### src/rtl/bank_xlat_pkg.sv
// Package: shared widths, region codes and register view selects for the
// banked address translator. Assumes 15-bit register words and a 12-bit
// instruction address.
package bank_xlat_pkg;
    localparam int ADDR_W   = 12;
    localparam int WORD_W   = 15;
    localparam int EFLD_W   = 3;
    localparam int FFLD_W   = 5;
    localparam int PBANK_W  = 6;
    localparam int OFS_W    = 11;
    localparam int SEL_W    = 2;

    typedef enum logic [1:0] {
        RG_UNSW = 2'd0,
        RG_SWER = 2'd1,
        RG_CFIX = 2'd2,
        RG_FFIX = 2'd3
    } region_e;

    localparam logic [SEL_W-1:0] SEL_ERASE = 2'd0;
    localparam logic [SEL_W-1:0] SEL_FIXED = 2'd1;
    localparam logic [SEL_W-1:0] SEL_BOTH  = 2'd2;
endpackage

### src/rtl/bank_regs.sv
// Module: bank_regs
// Holds the single copy of the erasable and fixed bank fields and presents
// three register views of them: erasable, fixed and combined. A write
// through any view updates the fields it carries. Reads are bypassed from
// the next-state values, so a read in the same cycle as a write shows the
// written value. Assumes a synchronous active-low reset.
module bank_regs
    import bank_xlat_pkg::*;
#(
    parameter int W      = WORD_W,
    parameter int EW     = EFLD_W,
    parameter int FW     = FFLD_W,
    parameter int E_LSB  = 8,
    parameter int F_LSB  = 10,
    parameter int BE_LSB = 0
) (
    input  logic             clk,
    input  logic             rst_n,
    input  logic             wr_en,
    input  logic [SEL_W-1:0] wr_sel,
    input  logic [W-1:0]     wr_data,
    input  logic [SEL_W-1:0] rd_sel,
    output logic [W-1:0]     rd_data,
    output logic [EW-1:0]    efld_q,
    output logic [FW-1:0]    ffld_q
);
    localparam logic [W-1:0] E_MASK  = W'(((1 << EW) - 1) << E_LSB);
    localparam logic [W-1:0] F_MASK  = W'(((1 << FW) - 1) << F_LSB);
    localparam logic [W-1:0] BE_MASK = W'(((1 << EW) - 1) << BE_LSB);

    logic [EW-1:0] e_nxt;
    logic [FW-1:0] f_nxt;
    logic          unused_wr_bits;

    // Bits of the write word that no view decodes.
    assign unused_wr_bits = ^(wr_data & ~(E_MASK | F_MASK | BE_MASK));

    // Next-state of the fields from the selected write view.
    always_comb begin
        e_nxt = efld_q;
        f_nxt = ffld_q;
        if (wr_en) begin
            case (wr_sel)
                SEL_ERASE: e_nxt = wr_data[E_LSB +: EW];
                SEL_FIXED: f_nxt = wr_data[F_LSB +: FW];
                SEL_BOTH: begin
                    e_nxt = wr_data[BE_LSB +: EW];
                    f_nxt = wr_data[F_LSB +: FW];
                end
                default: ;
            endcase
        end
    end

    // Field storage with synchronous reset.
    always_ff @(posedge clk) begin
        if (!rst_n) begin
            efld_q <= '0;
            ffld_q <= '0;
        end else begin
            efld_q <= e_nxt;
            ffld_q <= f_nxt;
        end
    end

    // Register image of the selected view, from the next-state fields.
    always_comb begin
        rd_data = '0;
        case (rd_sel)
            SEL_ERASE: rd_data[E_LSB +: EW] = e_nxt;
            SEL_FIXED: rd_data[F_LSB +: FW] = f_nxt;
            SEL_BOTH: begin
                rd_data[F_LSB +: FW]  = f_nxt;
                rd_data[BE_LSB +: EW] = e_nxt;
            end
            default: ;
        endcase
    end


    erase_wr_chk: assert property (@(posedge clk) disable iff (!rst_n)
        (wr_en && wr_sel == SEL_ERASE) |=> (efld_q == $past(wr_data[E_LSB +: EW])));

    fixed_wr_chk: assert property (@(posedge clk) disable iff (!rst_n)
        (wr_en && wr_sel == SEL_FIXED) |=> (ffld_q == $past(wr_data[F_LSB +: FW])));

    both_wr_chk: assert property (@(posedge clk) disable iff (!rst_n)
        (wr_en && wr_sel == SEL_BOTH) |=>
            (efld_q == $past(wr_data[BE_LSB +: EW]) && ffld_q == $past(wr_data[F_LSB +: FW])));

    hold_chk: assert property (@(posedge clk) disable iff (!rst_n)
        (!wr_en || wr_sel == 2'd3) |=> ($stable(efld_q) && $stable(ffld_q)));

    rd_zero_chk: assert property (@(posedge clk) disable iff (!rst_n)
        ((rd_data & ~(E_MASK | F_MASK | BE_MASK)) == '0));
endmodule

### src/rtl/fixed_bank_map.sv
// Module: fixed_bank_map
// Maps the fixed-bank field to a physical bank. When the superbank bit is set,
// it moves the upper group of field values (top two bits all ones) to the bank
// group above. It flags banks at or above the populated count. SUPER_EN
// selects whether the remap is built at all.
module fixed_bank_map
    import bank_xlat_pkg::*;
#(
    parameter int FW        = FFLD_W,
    parameter int PW        = PBANK_W,
    parameter int NUM_BANKS = 36,
    parameter bit SUPER_EN  = 1'b1
) (
    input  logic [FW-1:0] ffld,
    input  logic          super_bit,
    output logic [PW-1:0] pbank,
    output logic          bad_bank
);
    localparam int LOW_W = FW - 2;

    generate
        if (SUPER_EN) begin : g_super
            logic upper_grp;
            // The upper group is remapped when the superbank bit is set.
            always_comb begin
                upper_grp = &ffld[FW-1:FW-2];
                if (super_bit && upper_grp)
                    pbank = PW'((1 << (PW - 1)) | ffld[LOW_W-1:0]);
                else
                    pbank = PW'(ffld);
            end
        end else begin : g_plain
            logic unused_super;
            assign unused_super = super_bit;
            assign pbank = PW'(ffld);
        end
    endgenerate

    // Bank beyond the populated range.
    assign bad_bank = (int'(pbank) >= NUM_BANKS);
endmodule

### src/rtl/addr_decode.sv
// Module: addr_decode
// Splits the address into four regions by fixed boundaries and forms the
// physical bank and the offset. It assumes the bank fields are already stable
// for the cycle.
module addr_decode
    import bank_xlat_pkg::*;
#(
    parameter int AW = ADDR_W,
    parameter int EW = EFLD_W,
    parameter int PW = PBANK_W,
    parameter int OW = OFS_W
) (
    input  logic [AW-1:0] addr,
    input  logic [EW-1:0] efld,
    input  logic [PW-1:0] fix_bank,
    input  logic          fix_bad,
    output region_e       region,
    output logic [PW-1:0] bank,
    output logic [OW-1:0] offset,
    output logic          invalid
);
    localparam logic [AW-1:0] SWER_BASE = AW'(12'o1400);
    localparam logic [AW-1:0] CFIX_BASE = AW'(12'o2000);
    localparam logic [AW-1:0] FFIX_BASE = AW'(12'o4000);
    localparam int SWER_OW = 8;
    localparam int CFIX_OW = 10;

    // Region select and the bank/offset formation for each region.
    always_comb begin
        invalid = 1'b0;
        if (addr < SWER_BASE) begin
            region = RG_UNSW;
            bank   = '0;
            offset = OW'(addr);
        end else if (addr < CFIX_BASE) begin
            region = RG_SWER;
            bank   = PW'(efld);
            offset = OW'(addr[SWER_OW-1:0]);
        end else if (addr < FFIX_BASE) begin
            region  = RG_CFIX;
            bank    = fix_bank;
            offset  = OW'(addr[CFIX_OW-1:0]);
            invalid = fix_bad;
        end else begin
            region = RG_FFIX;
            bank   = '0;
            offset = addr[OW-1:0];
        end
    end
endmodule

### src/rtl/bank_xlat_top.sv
// Module: bank_xlat_top
// Banked memory address translator. It holds the bank registers and
// translates the address against the registered fields. Translation follows
// a register write one cycle later. Assumes a synchronous active-low reset.
module bank_xlat_top
    import bank_xlat_pkg::*;
(
    input  logic         clk,
    input  logic         rst_n,
    input  logic         wr_en,
    input  logic [1:0]   wr_sel,
    input  logic [14:0]  wr_data,
    input  logic [1:0]   rd_sel,
    output logic [14:0]  rd_data,
    input  logic         super_bit,
    input  logic [11:0]  addr,
    output logic [1:0]   region,
    output logic [5:0]   bank,
    output logic [10:0]  offset,
    output logic         bank_invalid
);
    logic [EFLD_W-1:0]  efld;
    logic [FFLD_W-1:0]  ffld;
    logic [PBANK_W-1:0] fix_bank;
    logic               fix_bad;
    region_e            region_d;

    bank_regs u_regs (
        .clk     (clk),
        .rst_n   (rst_n),
        .wr_en   (wr_en),
        .wr_sel  (wr_sel),
        .wr_data (wr_data),
        .rd_sel  (rd_sel),
        .rd_data (rd_data),
        .efld_q  (efld),
        .ffld_q  (ffld)
    );

    fixed_bank_map u_map (
        .ffld      (ffld),
        .super_bit (super_bit),
        .pbank     (fix_bank),
        .bad_bank  (fix_bad)
    );

    addr_decode u_dec (
        .addr     (addr),
        .efld     (efld),
        .fix_bank (fix_bank),
        .fix_bad  (fix_bad),
        .region   (region_d),
        .bank     (bank),
        .offset   (offset),
        .invalid  (bank_invalid)
    );

    // Region code to the port.
    assign region = region_d;


    invalid_region_chk: assert property (@(posedge clk) disable iff (!rst_n)
        bank_invalid |-> (region == RG_CFIX));

    ffix_bank_chk: assert property (@(posedge clk) disable iff (!rst_n)
        (region == RG_FFIX) |-> (bank == '0 && offset == addr[10:0]));

    remap_needs_super_chk: assert property (@(posedge clk) disable iff (!rst_n)
        (region == RG_CFIX && bank[5]) |-> super_bit);

    unsw_offset_chk: assert property (@(posedge clk) disable iff (!rst_n)
        (region == RG_UNSW) |-> (bank == '0 && offset == 11'(addr)));
endmodule

### config.mk
export PLATFORM = sky130hd
export DESIGN_NAME = bank_xlat_top
export DESIGN_NICKNAME = d
export VERILOG_FILES = /design/src/rtl/bank_xlat_pkg.sv /design/src/rtl/bank_regs.sv /design/src/rtl/fixed_bank_map.sv /design/src/rtl/addr_decode.sv /design/src/rtl/bank_xlat_top.sv
export SDC_FILE = /design/constraint.sdc
export NUM_CORES = 1
export LEC_CHECK = 0
export CORE_UTILIZATION = 26
export DETAILED_ROUTE_END_ITERATION = 6
export PLACE_DENSITY = 0.75
export SLEW_MARGIN = 20
export SYNTH_ARGS = -nofsm -noshare
export SYNTH_HDL_FRONTEND = slang
export SYNTH_SLANG_ARGS = --single-unit
### constraint.sdc
create_clock -name clk -period 1.34 [get_ports clk]
set_input_delay 0.268 -clock clk [delete_from_list [all_inputs] [get_ports clk]]
set_output_delay 0.268 -clock clk [all_outputs]
set_load 0.1 [all_outputs]
* Word level (Yosys, flattened, before mapping)
Cells that the tools add are included.
Word-level totals: register bits 8, logic and storage cells 37
Cells by class: $lt $le $gt $ge 4, eq/ne operators 4, multiplexer cells 21, reduce and logical (&&, ||, !) cells 6
Operators with widths (count):
- two-way mux 11 bit | 3
- two-way mux 6 bit | 4
- less-than comparator 12 x 10 -> 1 bit (second input constant) | 1
- less-than comparator 12 x 11 -> 1 bit (second input constant) | 1
- less-than comparator 12 bit (second input constant) | 1
- two-way mux 5 bit | 2
- >= comparator 6 bit (second input constant) | 1
- two-way mux 2 bit | 3
- two-way mux 3 bit | 2
- one-hot mux 3 bit (2 select lines) | 1
- == test 2 x 1 -> 1 bit (second input constant) | 2
- == test 2 bit (second input constant) | 2
- logical NOT 2 bit | 2
- two-way mux 1 bit | 4
- two-way mux 4 bit | 1
- OR reduction 2 bit | 2
- one-hot mux 1 bit (2 select lines) | 1
- AND reduction 2 bit | 1
- logical AND 1 bit | 1

* Logic depth before layout (Yosys ltp)
word-level depth 7, gate-level depth with buffers 5

* Cells and area by module
A second synthesis with hierarchy kept.
Second synthesis, totals: cells, all modules 93, area, all modules 780.7 µm²
Modules (own cells, without submodules):
- bank_regs | instances 1, cells each 56, area each 516.7 µm², sequential area each 160.2 µm²
- addr_decode | instances 1, cells each 30, area each 210.2 µm², sequential area each 0.0 µm²
- fixed_bank_map | instances 1, cells each 7, area each 53.8 µm², sequential area each 0.0 µm²

* Least setup slack after synthesis
OpenSTA, ideal clock, no wires.
path type input to output, start input wr_sel[0], end output rd_data[10], arrival time 3.135 ns, path slack -2.063 ns, cell stages on the path 5, cells stage by stage inv_1 ha_1 o21ai_2 a22oi_1 o32ai_1
Between the ends: cells in the longest elaborated chain, start to end 5, elaborated cells on any way between the ends 9, classes of those cells eq/ne (2); mux (5); reduce/logical (2)
Ends and longest elaborated chain:
- from (decl) | RTL line bank_xlat_top.sv:11 | input logic [1:0] wr_sel,
- == test 2 x 1 -> 1 bit / == test 2 bit (equally long branches) | RTL line bank_regs.sv:43 | case (wr_sel)
- OR reduction 2 bit (no line)
- two-way mux 5 bit | RTL line bank_regs.sv:43
- two-way mux 5 bit | RTL line bank_regs.sv:42 | if (wr_en) begin
- one-hot mux 1 bit (2 select lines) (*) | RTL line bank_regs.sv:69 | case (rd_sel)
- to (decl) | RTL line bank_xlat_top.sv:14 | output logic [14:0] rd_data,
Every way passes the cells marked *; elsewhere a longest branch is shown, timed or not.

* Worst setup path after layout
Same ends and word-level chain as after synthesis.

==> qor.yml <==
gr-total-overflow: 0
whs_ps: 536.0
arrival_ps: 1440
wire_per_inst_um: 13.75
start_util: 0.2802
grt_max_degree: 9
core_area_um2: 2545
syn_inst: 88
clock_latency_ps: 250
avgViaCountPerCell: 4.551
finClkSkew_ps: 0
synth.ff_latch_count: 8
pwr_density_cell_nw_per_um2: 646.0
violations: "negative setup slack"
routed_wirelength_mm: 2.447
gp_congestion: 0.7028
required_ps: 1070
end_kind: "output pin"
cts_tree: "yes"
ys_seq_area_frac: 0.2246
synth_edf_count: 0
rsz0062_at_grt: "yes"
synthArstFlopShare: 0
clock_sinks: 8
min_period_ps: 1712
max_stage_delay_ps: 240
fin_ws_ps: -371.7
hold_buffers: 0
power_mw: 1.240
post-route-drc-count: 0
leakagePower_nw: 0.7593
peakVddDrop_mv: 0.5458
final_cell_mix: "buf_12 (23), buf_4 (16), nor2b_1 (8), buf_6 (8)"
path_class: "input port to output pin"
die_area_um2: 2957
yosysUniqueCellTypes: 22
slowest_stage: "o32ai_4"
cts.path.max_buffers: 2
io_pins: 70
synthFlopType: "dfxtp_1"
period_share: 1.277
cts_root_buf: "clkbuf_4"
path_cells: "buf_8 -> inv_12 -> ha_4 -> o21ai_4 -> a22oi_2 -> buf_6 -> o32ai_4 -> buf_12"
synth-warning-count: 0
vias: 810
n_antenna_cell: 0
path_max_fanout: 4
area_growth_pct: 169.1
die_h_um: 54.38
mappedNetlistArea_um2: 713.2
hold_viol_final: 0
mostFrequentLayoutCell: "buf_12"
cp_top_family: "compound AO/OA/AOI/OAI gates"
antenna_found_initial: 0
fmax_mhz: 584.2
drive_gt1_frac: 0.6959
status: "finished with violations"
drtIter0Drc: 6
place_hpwl_mm: 1.893
die_w_um: 54.38
holdCritPathClass: "input port to output pin"
setup-violations-final: 17
rows: 18
grt_pass1_wl_mm: 3.953
final_util: 0.7542
port_buffers: 43
grt_pass1_vias: 842
cap_violations: 0
slew_violations: 0
drt_first_pass_iters: 3
syn_area_per_cell_um2: 8.104
crit_buf_inv: 4
cts_htree_levels: 1
postRouteAntennaNets: 0
cts_made_buffers: 3
track_usage: 0.1911
nets: 190
worstSetupStartpointType: "input port"
[power by group]
part	internal, mW	switching, mW	total, mW
Sequential	0.252	0.0139	0.266
Clock	0.102	0.0799	0.182
Combinational	0.334	0.458	0.792
[cells by family after synthesis]
family	Yosys count	share of synthesized area
AO/OA/AOI/OAI	16	0.1649
adder cells (fa/ha/maj)	5	0.08772
buffers and inverters	20	0.1754
flip-flops	8	0.2246
multiplexers	5	0.07018
other	1	0.005258
AND/OR/NAND/NOR	33	0.2719
[state kept, by name (all words and copies together) (netlist names)]
register / flops
u_regs.ffld_q: 5
u_regs.efld_q: 3
[path summary, 6_finish.rpt]
kind              cells after the start        startpoint  slack, ps               end
setup / recovery                      8         wr_sel[0]       -370       rd_data[10]
hold / removal                        0           addr[3]        540         offset[3]
setup reg to reg                      4  u_regs.efld_q[1]        410  u_regs.efld_q[1]
hold reg to reg                       2  u_regs.ffld_q[1]        590  u_regs.ffld_q[1]
[layout make-up]
type	instances	area, um^2
Fill cell	162	625.6
Clock buffer	3	22.52
Multi-Input combinational cell	64	789.5
Sequential cell	8	172.7
Timing Repair Buffer	67	854.6
Tap cell	30	37.54
Inverter	6	42.54
[cell usage after synthesis, types with 2 or more instances]
cell type / instances / area (um^2)
nand3b_1: 2 / 15.01
nand2_1: 5 / 18.77
dfxtp_1: 8 / 160.2
a21oi_1: 5 / 25.02
a21boi_0: 2 / 15.01
a22o_2: 3 / 30.03
a22oi_1: 3 / 22.52
nand4b_1: 3 / 26.28
and2_1: 2 / 12.51
nor2b_1: 15 / 93.84
mux2i_1: 5 / 50.05
ha_1: 5 / 62.56
inv_1: 6 / 22.52
buf_4: 13 / 97.59
nor2_1: 4 / 15.01
[metal layers]
| layer | share of wire | GRT usage | vias to the layer above |
|---|---|---|---|
| li1 | - | - | 400 |
| met1 | 0.39 | 0.2090 | 370 |
| met2 | 0.54 | 0.3618 | 36 |
| met3 | 0.062 | 0.04444 | 4 |
| met4 | 0.0025 | 0.05128 | 0 |
| met5 | 0 | 0 | - |
[timing repair]
item                                    CTS  global route
setup buffers                             7             1
gates resized for setup                  65             5
endpoints found under the setup margin   30            20
pin swaps                                13             6
[metrics by stage]
step	setup WS [ps]	cell area (um^2)	std cells	setup TNS, ps
after floorplan	-548.0	1021	92	-3377
after global placement	-951.4	1724	168	-16120
after detailed placement	-987.0	1724	168	-16670
after CTS	-384.3	1914	177	-3196
after global routing	-410.8	1919	178	-4048
final	-371.7	1919	178	-3270
Note: power is estimated with default switching activity, not from simulation.
